$ cat src/rtl/tpc_pkg.sv
`timescale 1ns/1ps
package tpc_pkg;

    localparam int PLAN_CNT = 4;
    localparam int ROW_CTRL = 4;

    typedef enum logic [2:0] {
        EK_ZERO = 3'd0,
        EK_ONE  = 3'd1,
        EK_DC   = 3'd2,
        EK_PIN  = 3'd3,
        EK_TPR  = 3'd4
    } ent_kind_e;

    typedef struct packed {
        ent_kind_e  kind;
        logic [1:0] sel;
    } plan_ent_t;

    typedef plan_ent_t [ROW_CTRL-1:0] plan_row_t;

    typedef enum logic {
        SQ_IDLE = 1'b0,
        SQ_RUN  = 1'b1
    } seq_state_e;

    function automatic int plan_len(int p);
        case (p)
            0:       return 3;
            1:       return 2;
            2:       return 3;
            3:       return 2;
            default: return 0;
        endcase
    endfunction

    function automatic int max_plan_len();
        int m;
        m = 1;
        for (int p = 0; p < PLAN_CNT; p++)
            if (plan_len(p) > m) m = plan_len(p);
        return m;
    endfunction

    localparam int MAX_LEN = max_plan_len();

    function automatic plan_ent_t ent(ent_kind_e k, int s);
        plan_ent_t e;
        e.kind = k;
        e.sel  = 2'(s);
        return e;
    endfunction

    // Row layout: {ctrl3, ctrl2, ctrl1, ctrl0}
    function automatic plan_row_t plan_row(int p, int s);
        plan_row_t r;
        r = '0;
        if (p == 0 && s == 0) r = {ent(EK_ZERO,0), ent(EK_DC,0),   ent(EK_PIN,3),  ent(EK_ONE,0)};
        if (p == 0 && s == 1) r = {ent(EK_DC,0),   ent(EK_TPR,0),  ent(EK_ONE,0),  ent(EK_ZERO,0)};
        if (p == 0 && s == 2) r = {ent(EK_ONE,0),  ent(EK_ONE,0),  ent(EK_ZERO,0), ent(EK_DC,0)};
        if (p == 1 && s == 0) r = {ent(EK_PIN,0),  ent(EK_ONE,0),  ent(EK_ZERO,0), ent(EK_ZERO,0)};
        if (p == 1 && s == 1) r = {ent(EK_ONE,0),  ent(EK_ZERO,0), ent(EK_DC,0),   ent(EK_ONE,0)};
        if (p == 2 && s == 0) r = {ent(EK_DC,0),   ent(EK_ONE,0),  ent(EK_ONE,0),  ent(EK_TPR,0)};
        if (p == 2 && s == 1) r = {ent(EK_PIN,1),  ent(EK_DC,0),   ent(EK_ZERO,0), ent(EK_ONE,0)};
        if (p == 2 && s == 2) r = {ent(EK_ZERO,0), ent(EK_ZERO,0), ent(EK_ONE,0),  ent(EK_ZERO,0)};
        if (p == 3 && s == 0) r = {ent(EK_ONE,0),  ent(EK_ZERO,0), ent(EK_DC,0),   ent(EK_DC,0)};
        if (p == 3 && s == 1) r = {ent(EK_ZERO,0), ent(EK_ONE,0),  ent(EK_TPR,0),  ent(EK_ONE,0)};
        return r;
    endfunction

endpackage

$ cat src/rtl/tpc_load_regs.sv
`timescale 1ns/1ps
module tpc_load_regs #(
    parameter int PI_W  = 4,
    parameter int TMR_W = 2,
    parameter int TPR_W = 1
) (
    input  logic             clk,
    input  logic             rst,
    input  logic             capture,
    input  logic [PI_W-1:0]  pi,
    output logic [TMR_W-1:0] tmr_q,
    output logic [TPR_W-1:0] tpr_q
);

    always_ff @(posedge clk) begin
        if (rst) begin
            tmr_q <= '0;
            tpr_q <= '0;
        end else if (capture) begin
            tmr_q <= pi[TMR_W-1:0];
            tpr_q <= pi[TMR_W +: TPR_W];
        end
    end


    regs_hold_chk: assert property (@(posedge clk) disable iff (rst)
        !capture |=> ($stable(tmr_q) && $stable(tpr_q)));

endmodule

$ cat src/rtl/tpc_sequencer.sv
`timescale 1ns/1ps
module tpc_sequencer
    import tpc_pkg::*;
#(
    parameter int N_MODS = 4,
    parameter int TMR_W  = 2,
    parameter int STEP_W = 2
) (
    input  logic              clk,
    input  logic              rst,
    input  logic              normal_mode,
    input  logic              load,
    input  logic [TMR_W-1:0]  ld_tmr,
    input  logic [TMR_W-1:0]  tmr_q,
    output logic              capture,
    output logic              running,
    output logic [STEP_W-1:0] step_q,
    output logic              pattern_done
);

    seq_state_e state_q;
    logic       ld_valid;
    logic       last_step;

    assign ld_valid  = int'(ld_tmr) < N_MODS;
    assign last_step = int'(step_q) == plan_len(int'(tmr_q)) - 1;
    assign capture   = load && (state_q == SQ_IDLE) && !normal_mode;
    assign running   = state_q == SQ_RUN;

    always_ff @(posedge clk) begin
        if (rst) begin
            state_q      <= SQ_IDLE;
            step_q       <= '0;
            pattern_done <= 1'b0;
        end else begin
            pattern_done <= 1'b0;
            if (normal_mode) begin
                state_q <= SQ_IDLE;
                step_q  <= '0;
            end else begin
                case (state_q)
                    SQ_IDLE: begin
                        if (load && ld_valid) begin
                            state_q <= SQ_RUN;
                            step_q  <= '0;
                        end
                    end
                    SQ_RUN: begin
                        if (last_step) begin
                            state_q      <= SQ_IDLE;
                            step_q       <= '0;
                            pattern_done <= 1'b1;
                        end else begin
                            step_q <= step_q + STEP_W'(1);
                        end
                    end
                    default: state_q <= SQ_IDLE;
                endcase
            end
        end
    end


    done_single_chk: assert property (@(posedge clk) disable iff (rst)
        pattern_done |=> !pattern_done);


    done_after_last_chk: assert property (@(posedge clk) disable iff (rst)
        (running && last_step && !normal_mode) |=> (pattern_done && !running));


    step_bound_chk: assert property (@(posedge clk) disable iff (rst)
        running |-> (int'(step_q) < plan_len(int'(tmr_q))));


    invalid_no_start_chk: assert property (@(posedge clk) disable iff (rst)
        (!running && load && !ld_valid) |=> !running);


    normal_idle_chk: assert property (@(posedge clk) disable iff (rst)
        normal_mode |=> !running);

endmodule

$ cat src/rtl/tpc_plan_decode.sv
`timescale 1ns/1ps
module tpc_plan_decode
    import tpc_pkg::*;
#(
    parameter int N_MODS = 4,
    parameter int N_CTRL = 4,
    parameter int PI_W   = 4,
    parameter int TMR_W  = 2,
    parameter int TPR_W  = 1,
    parameter int STEP_W = 2
) (
    input  logic              clk,
    input  logic              rst,
    input  logic              active,
    input  logic [TMR_W-1:0]  tmr,
    input  logic [STEP_W-1:0] step,
    input  logic [TPR_W-1:0]  tpr,
    input  logic [PI_W-1:0]   pi,
    output logic [N_CTRL-1:0] ctrl
);

    localparam int ROWS_P = 1 << TMR_W;
    localparam int ROWS_S = 1 << STEP_W;
    localparam int EFF    = (N_MODS < PLAN_CNT) ? N_MODS : PLAN_CNT;

    plan_row_t rom [ROWS_P][ROWS_S];
    plan_row_t row;
    logic [3:0] pi_x;
    logic [3:0] tpr_x;

    for (genvar p = 0; p < ROWS_P; p++) begin : g_plan
        for (genvar s = 0; s < ROWS_S; s++) begin : g_step
            if (p < EFF && s < plan_len(p)) begin : g_used
                assign rom[p][s] = plan_row(p, s);
            end else begin : g_blank
                assign rom[p][s] = '0;
            end
        end
    end

    always_comb begin
        pi_x            = '0;
        pi_x[PI_W-1:0]  = pi;
        tpr_x           = '0;
        tpr_x[TPR_W-1:0] = tpr;
        row = active ? rom[tmr][step] : '0;
    end

    for (genvar c = 0; c < N_CTRL; c++) begin : g_ctrl
        if (c < ROW_CTRL) begin : g_drv
            always_comb begin
                case (row[c].kind)
                    EK_ONE:  ctrl[c] = 1'b1;
                    EK_PIN:  ctrl[c] = pi_x[row[c].sel];
                    EK_TPR:  ctrl[c] = tpr_x[row[c].sel];
                    default: ctrl[c] = 1'b0;
                endcase
            end
        end else begin : g_tie
            assign ctrl[c] = 1'b0;
        end
    end


    invalid_quiet_chk: assert property (@(posedge clk) disable iff (rst)
        (int'(tmr) >= N_MODS) |-> (ctrl == '0));


    idle_quiet_chk: assert property (@(posedge clk) disable iff (rst)
        !active |-> (ctrl == '0));

endmodule

$ cat src/rtl/tpc_top.sv
`timescale 1ns/1ps
module tpc_top
    import tpc_pkg::*;
#(
    parameter int N_MODS = 4,
    parameter int N_CTRL = 4,
    parameter int PI_W   = 4,
    parameter int TPR_W  = 1,
    parameter int N_DFT  = 2
) (
    input  logic              clk,
    input  logic              rst,
    input  logic              normal_mode,
    input  logic              load,
    input  logic [PI_W-1:0]   pi,
    output logic [N_CTRL-1:0] ctrl,
    output logic [N_DFT-1:0]  dft_en,
    output logic              pattern_done
);

    localparam int TMR_W  = (N_MODS > 1) ? $clog2(N_MODS) : 1;
    localparam int STEP_W = (MAX_LEN > 1) ? $clog2(MAX_LEN) : 1;

    logic              capture;
    logic              running;
    logic [STEP_W-1:0] step_q;
    logic [TMR_W-1:0]  tmr_q;
    logic [TPR_W-1:0]  tpr_q;

    tpc_load_regs #(.PI_W(PI_W), .TMR_W(TMR_W), .TPR_W(TPR_W)) u_regs (
        .clk     (clk),
        .rst     (rst),
        .capture (capture),
        .pi      (pi),
        .tmr_q   (tmr_q),
        .tpr_q   (tpr_q)
    );

    tpc_sequencer #(.N_MODS(N_MODS), .TMR_W(TMR_W), .STEP_W(STEP_W)) u_seq (
        .clk          (clk),
        .rst          (rst),
        .normal_mode  (normal_mode),
        .load         (load),
        .ld_tmr       (pi[TMR_W-1:0]),
        .tmr_q        (tmr_q),
        .capture      (capture),
        .running      (running),
        .step_q       (step_q),
        .pattern_done (pattern_done)
    );

    tpc_plan_decode #(
        .N_MODS(N_MODS), .N_CTRL(N_CTRL), .PI_W(PI_W),
        .TMR_W(TMR_W), .TPR_W(TPR_W), .STEP_W(STEP_W)
    ) u_dec (
        .clk    (clk),
        .rst    (rst),
        .active (running && !normal_mode),
        .tmr    (tmr_q),
        .step   (step_q),
        .tpr    (tpr_q),
        .pi     (pi),
        .ctrl   (ctrl)
    );

    assign dft_en = {N_DFT{!normal_mode}};


    normal_quiet_chk: assert property (@(posedge clk) disable iff (rst)
        normal_mode |-> ((ctrl == '0) && (dft_en == '0)));


    done_idle_chk: assert property (@(posedge clk) disable iff (rst)
        pattern_done |-> !running);

endmodule

$ cat config.mk
export PLATFORM = sky130hd
export DESIGN_NAME = tpc_top
export DESIGN_NICKNAME = d
export VERILOG_FILES = /design/src/rtl/tpc_pkg.sv /design/src/rtl/tpc_load_regs.sv /design/src/rtl/tpc_sequencer.sv /design/src/rtl/tpc_plan_decode.sv /design/src/rtl/tpc_top.sv
export SDC_FILE = /design/constraint.sdc
export NUM_CORES = 1
export LEC_CHECK = 0
export ABC_CLOCK_PERIOD_IN_PS = 6310
export BUFFER_PORTS_ARGS = -buffer_cell sky130_fd_sc_hd__buf_2
export CORE_MARGIN = 2
export CORE_UTILIZATION = 29
export DETAILED_ROUTE_END_ITERATION = 16
export HOLD_SLACK_MARGIN = 0.03
export PLACE_DENSITY = 0.5
export SLEW_MARGIN = 40
export SYNTH_ARGS = -nofsm -noshare
export SYNTH_HDL_FRONTEND = slang
export SYNTH_HIERARCHICAL = 1
export SYNTH_SLANG_ARGS = --single-unit
$ cat constraint.sdc
create_clock -name clk -period 6.31 [get_ports clk]
set_clock_uncertainty 0.2 [all_clocks]
set_input_delay 1.262 -clock clk [delete_from_list [all_inputs] [get_ports clk]]
set_output_delay 1.262 -clock clk [all_outputs]
set_load 0.03 [all_outputs]
==> metrics.cfg <==
[pwr]
cellPowerDensity_nw_per_um2=153
p_leak_nw=0.310
peakVddDrop_mv=0.105

[drt]
drc=0
wl_um=1480
avgRoutedWirePerCell_um=11.7
ant_nets=0
viasPerCell=5.19
drtIter0Drc=11
vias=654
firstDrtPassIters=4

[synthesis]
syn_inst=84
avgSynthCellArea_um2=7.86
yosys.area_share.simple_pct=30.1
synthFlopType=dfxtp_1
synth_top_family_by_area=simple AND/OR/NAND/NOR gates
syn_area_um2=661
ys_ff_latch=7
synthArstFlopShare_pct=0
synthMuxAreaShare_pct=9.09
synth-edff-count=0
ys_warn_count=6
ys_seq_area_share_pct=21.2
synth-xor-area-share_pct=0
synth.distinct_cells=33
synth_compound_area_share_pct=22.9
synth_nets=97
synth_fa_ha_area_share_pct=9.47

[placed_design]
port_buffers=14
gp_congestion=0.755
dp_hpwl_um=1120
dp_cells=122

[floorplan]
die_y_um=51.7
die_x_um=51.7
initial_core_util_pct=30.2
pin_count=15
die-area_um2=2680
core_um2=2190
rows=17

[sta]
final-setup-viol-count=0
rsz0062_at_grt=no
slew_viol_final=0
fin_crit_sh_pct=60.2
max_clock_freq_mhz=263
period_needed_ps=3800
slew-limit-headroom_pct=60.8
setup_tns_ps=0
whs_ps=356
final_hold_viol_count=0
tightest_slew_ps=586

[critical_path]
worstRegToRegCells=3
r2r-start=u_seq/step_q[0]$_SDFFE_PP0P_
crit_fanout=5
endpoint_kind=output pin
startpoint_type=input pin
critPathArrivalTime_ps=2340
r2r_end=u_seq/step_q[1]$_SDFFE_PP0P_
r2r_slack_ps=4790
timing.critical_path.from=normal_mode
critPathKind=in2out
critPathCapture=ctrl[1]
cp.required_ps=4850

[global_route]
grt.overflow.total=0
antenna_found_initial=0
grt_max_degree=22
track_usage_pct=13.1
grt_pass1_wl_um=2660
grt_pass1_vias=604

[clock_tree]
cts_tree=done
clk_pin_slew_ps=50
cts_max_level=1
cts_buffers=3
cts_resized=0
cts.sinks=7
clk_path_buf_depth=2
insertion_delay_ps=240
cts-root-buf=clkbuf_4
cts_setup_buffers=0
hold_buffers=0

[cells_and_area]
drive_above_1_share_pct=20.4
fin_cells=126
layout_commonest_cell=buf_2
fin_util_pct=35.0
multiInputGateArea_um2=473
fin_nets=112
antennaDiodeCount=0
nFillCells=245
register_area_um2=140
area_growth_pct=16.1
layout_common_cells=14 x buf_2, 10 x nor2_1, 7 x dfxtp_1

[min_path]
hold_path.class=reg2reg

[outcome]
status=finished, final reports clean

[run]
maxCapViolCount=0

-- critical path, cell delays in order --
cell     delay (ps)
buf_2           120
nor2b_1         180
inv_1           140
nor2_1          170
a21oi_1          80
a41oi_1         160
buf_2           220
-- report_power, final --
part	internal [mW]	leakage [nW]	switching [mW]	total [mW]
clock network	0.0241	0.0150	0.0162	0.0403
logic	0.0117	0.238	0.0164	0.0280
registers	0.0458	0.0569	0.00294	0.0487
-- cells in the mapped netlist (all sizes together) (2+ instances only) --
library cell  instances  share of area (%)
a21oi                 4                3.0
and2b                 2                2.3
a211oi                4                4.5
nand2                 4                2.3
nand3b                2                2.3
nor2                 10                5.7
ha                    5                9.5
mux2i                 6                9.1
dfxtp                 7                 21
inv                   6                3.4
buf                   4                3.8
nor2b                 3                2.8
nand3                 3                2.3
nand2b                3                2.8
o21ai                 5                3.8
-- routing by layer --
layer | GRT usage (%) | part of all wire (%) | vias up
li1 | - | - | 334
met1 | 17.8 | 51 | 304
met2 | 20.1 | 45 | 14
met3 | 0.862 | 3.9 | 2
met4 | 7.89 | 0.81 | 0
met5 | 0 | 0 | -
-- metrics by stage --
stage	setup slack (ps)	instance area (um^2)	power, mW
CTS	2500	767	0.119
finish	2510	767	0.117
floorplan	2420	661	0.0701
global placement	2530	741	0.0777
detailed placement	2510	741	0.0777
global route	2370	767	0.126
-- cells by family after synthesis --
kind of cell             after synthesis
AO/OA/AOI/OAI                         22
buffers and inverters                 10
adder cells (fa/ha/maj)                5
AND/OR/NAND/NOR                       34
multiplexers                           6
flip-flops                             7
-- sequential cells by signal (all words and copies together), names as in the netlist --
name	cells
u_regs/tpr_q	1
u_seq/step_q	2
u_seq/pattern_done	1
u_seq/running	1
u_regs/tmr_q	2
-- how the worst min path moves through the flow --
stage                                  from                            to  slack, ps  cells past startpoint
2_1_floorplan     u_regs/tpr_q$_SDFFE_PP0P_     u_regs/tpr_q$_SDFFE_PP0P_        290                      2
3_3_place_gp       u_seq/running$_SDFF_PP0_      u_seq/running$_SDFF_PP0_        350                      2
3_5_place_dp       u_seq/running$_SDFF_PP0_      u_seq/running$_SDFF_PP0_        350                      2
4_1_cts        u_regs/tmr_q[1]$_SDFFE_PP0P_  u_regs/tmr_q[1]$_SDFFE_PP0P_        360                      2
5_1_grt           u_regs/tpr_q$_SDFFE_PP0P_     u_regs/tpr_q$_SDFFE_PP0P_        400                      2
6_report           u_seq/running$_SDFF_PP0_      u_seq/running$_SDFF_PP0_        360                      2
-- layout make-up --
class	count	area share (%)
clock buffers	4	3.43
repair buffers	14	9.14
multi-input cells	67	61.7
inverters	6	2.94
flip-flops and latches	7	18.3
well taps	28	4.57
(Power assumes the default switching activity.)
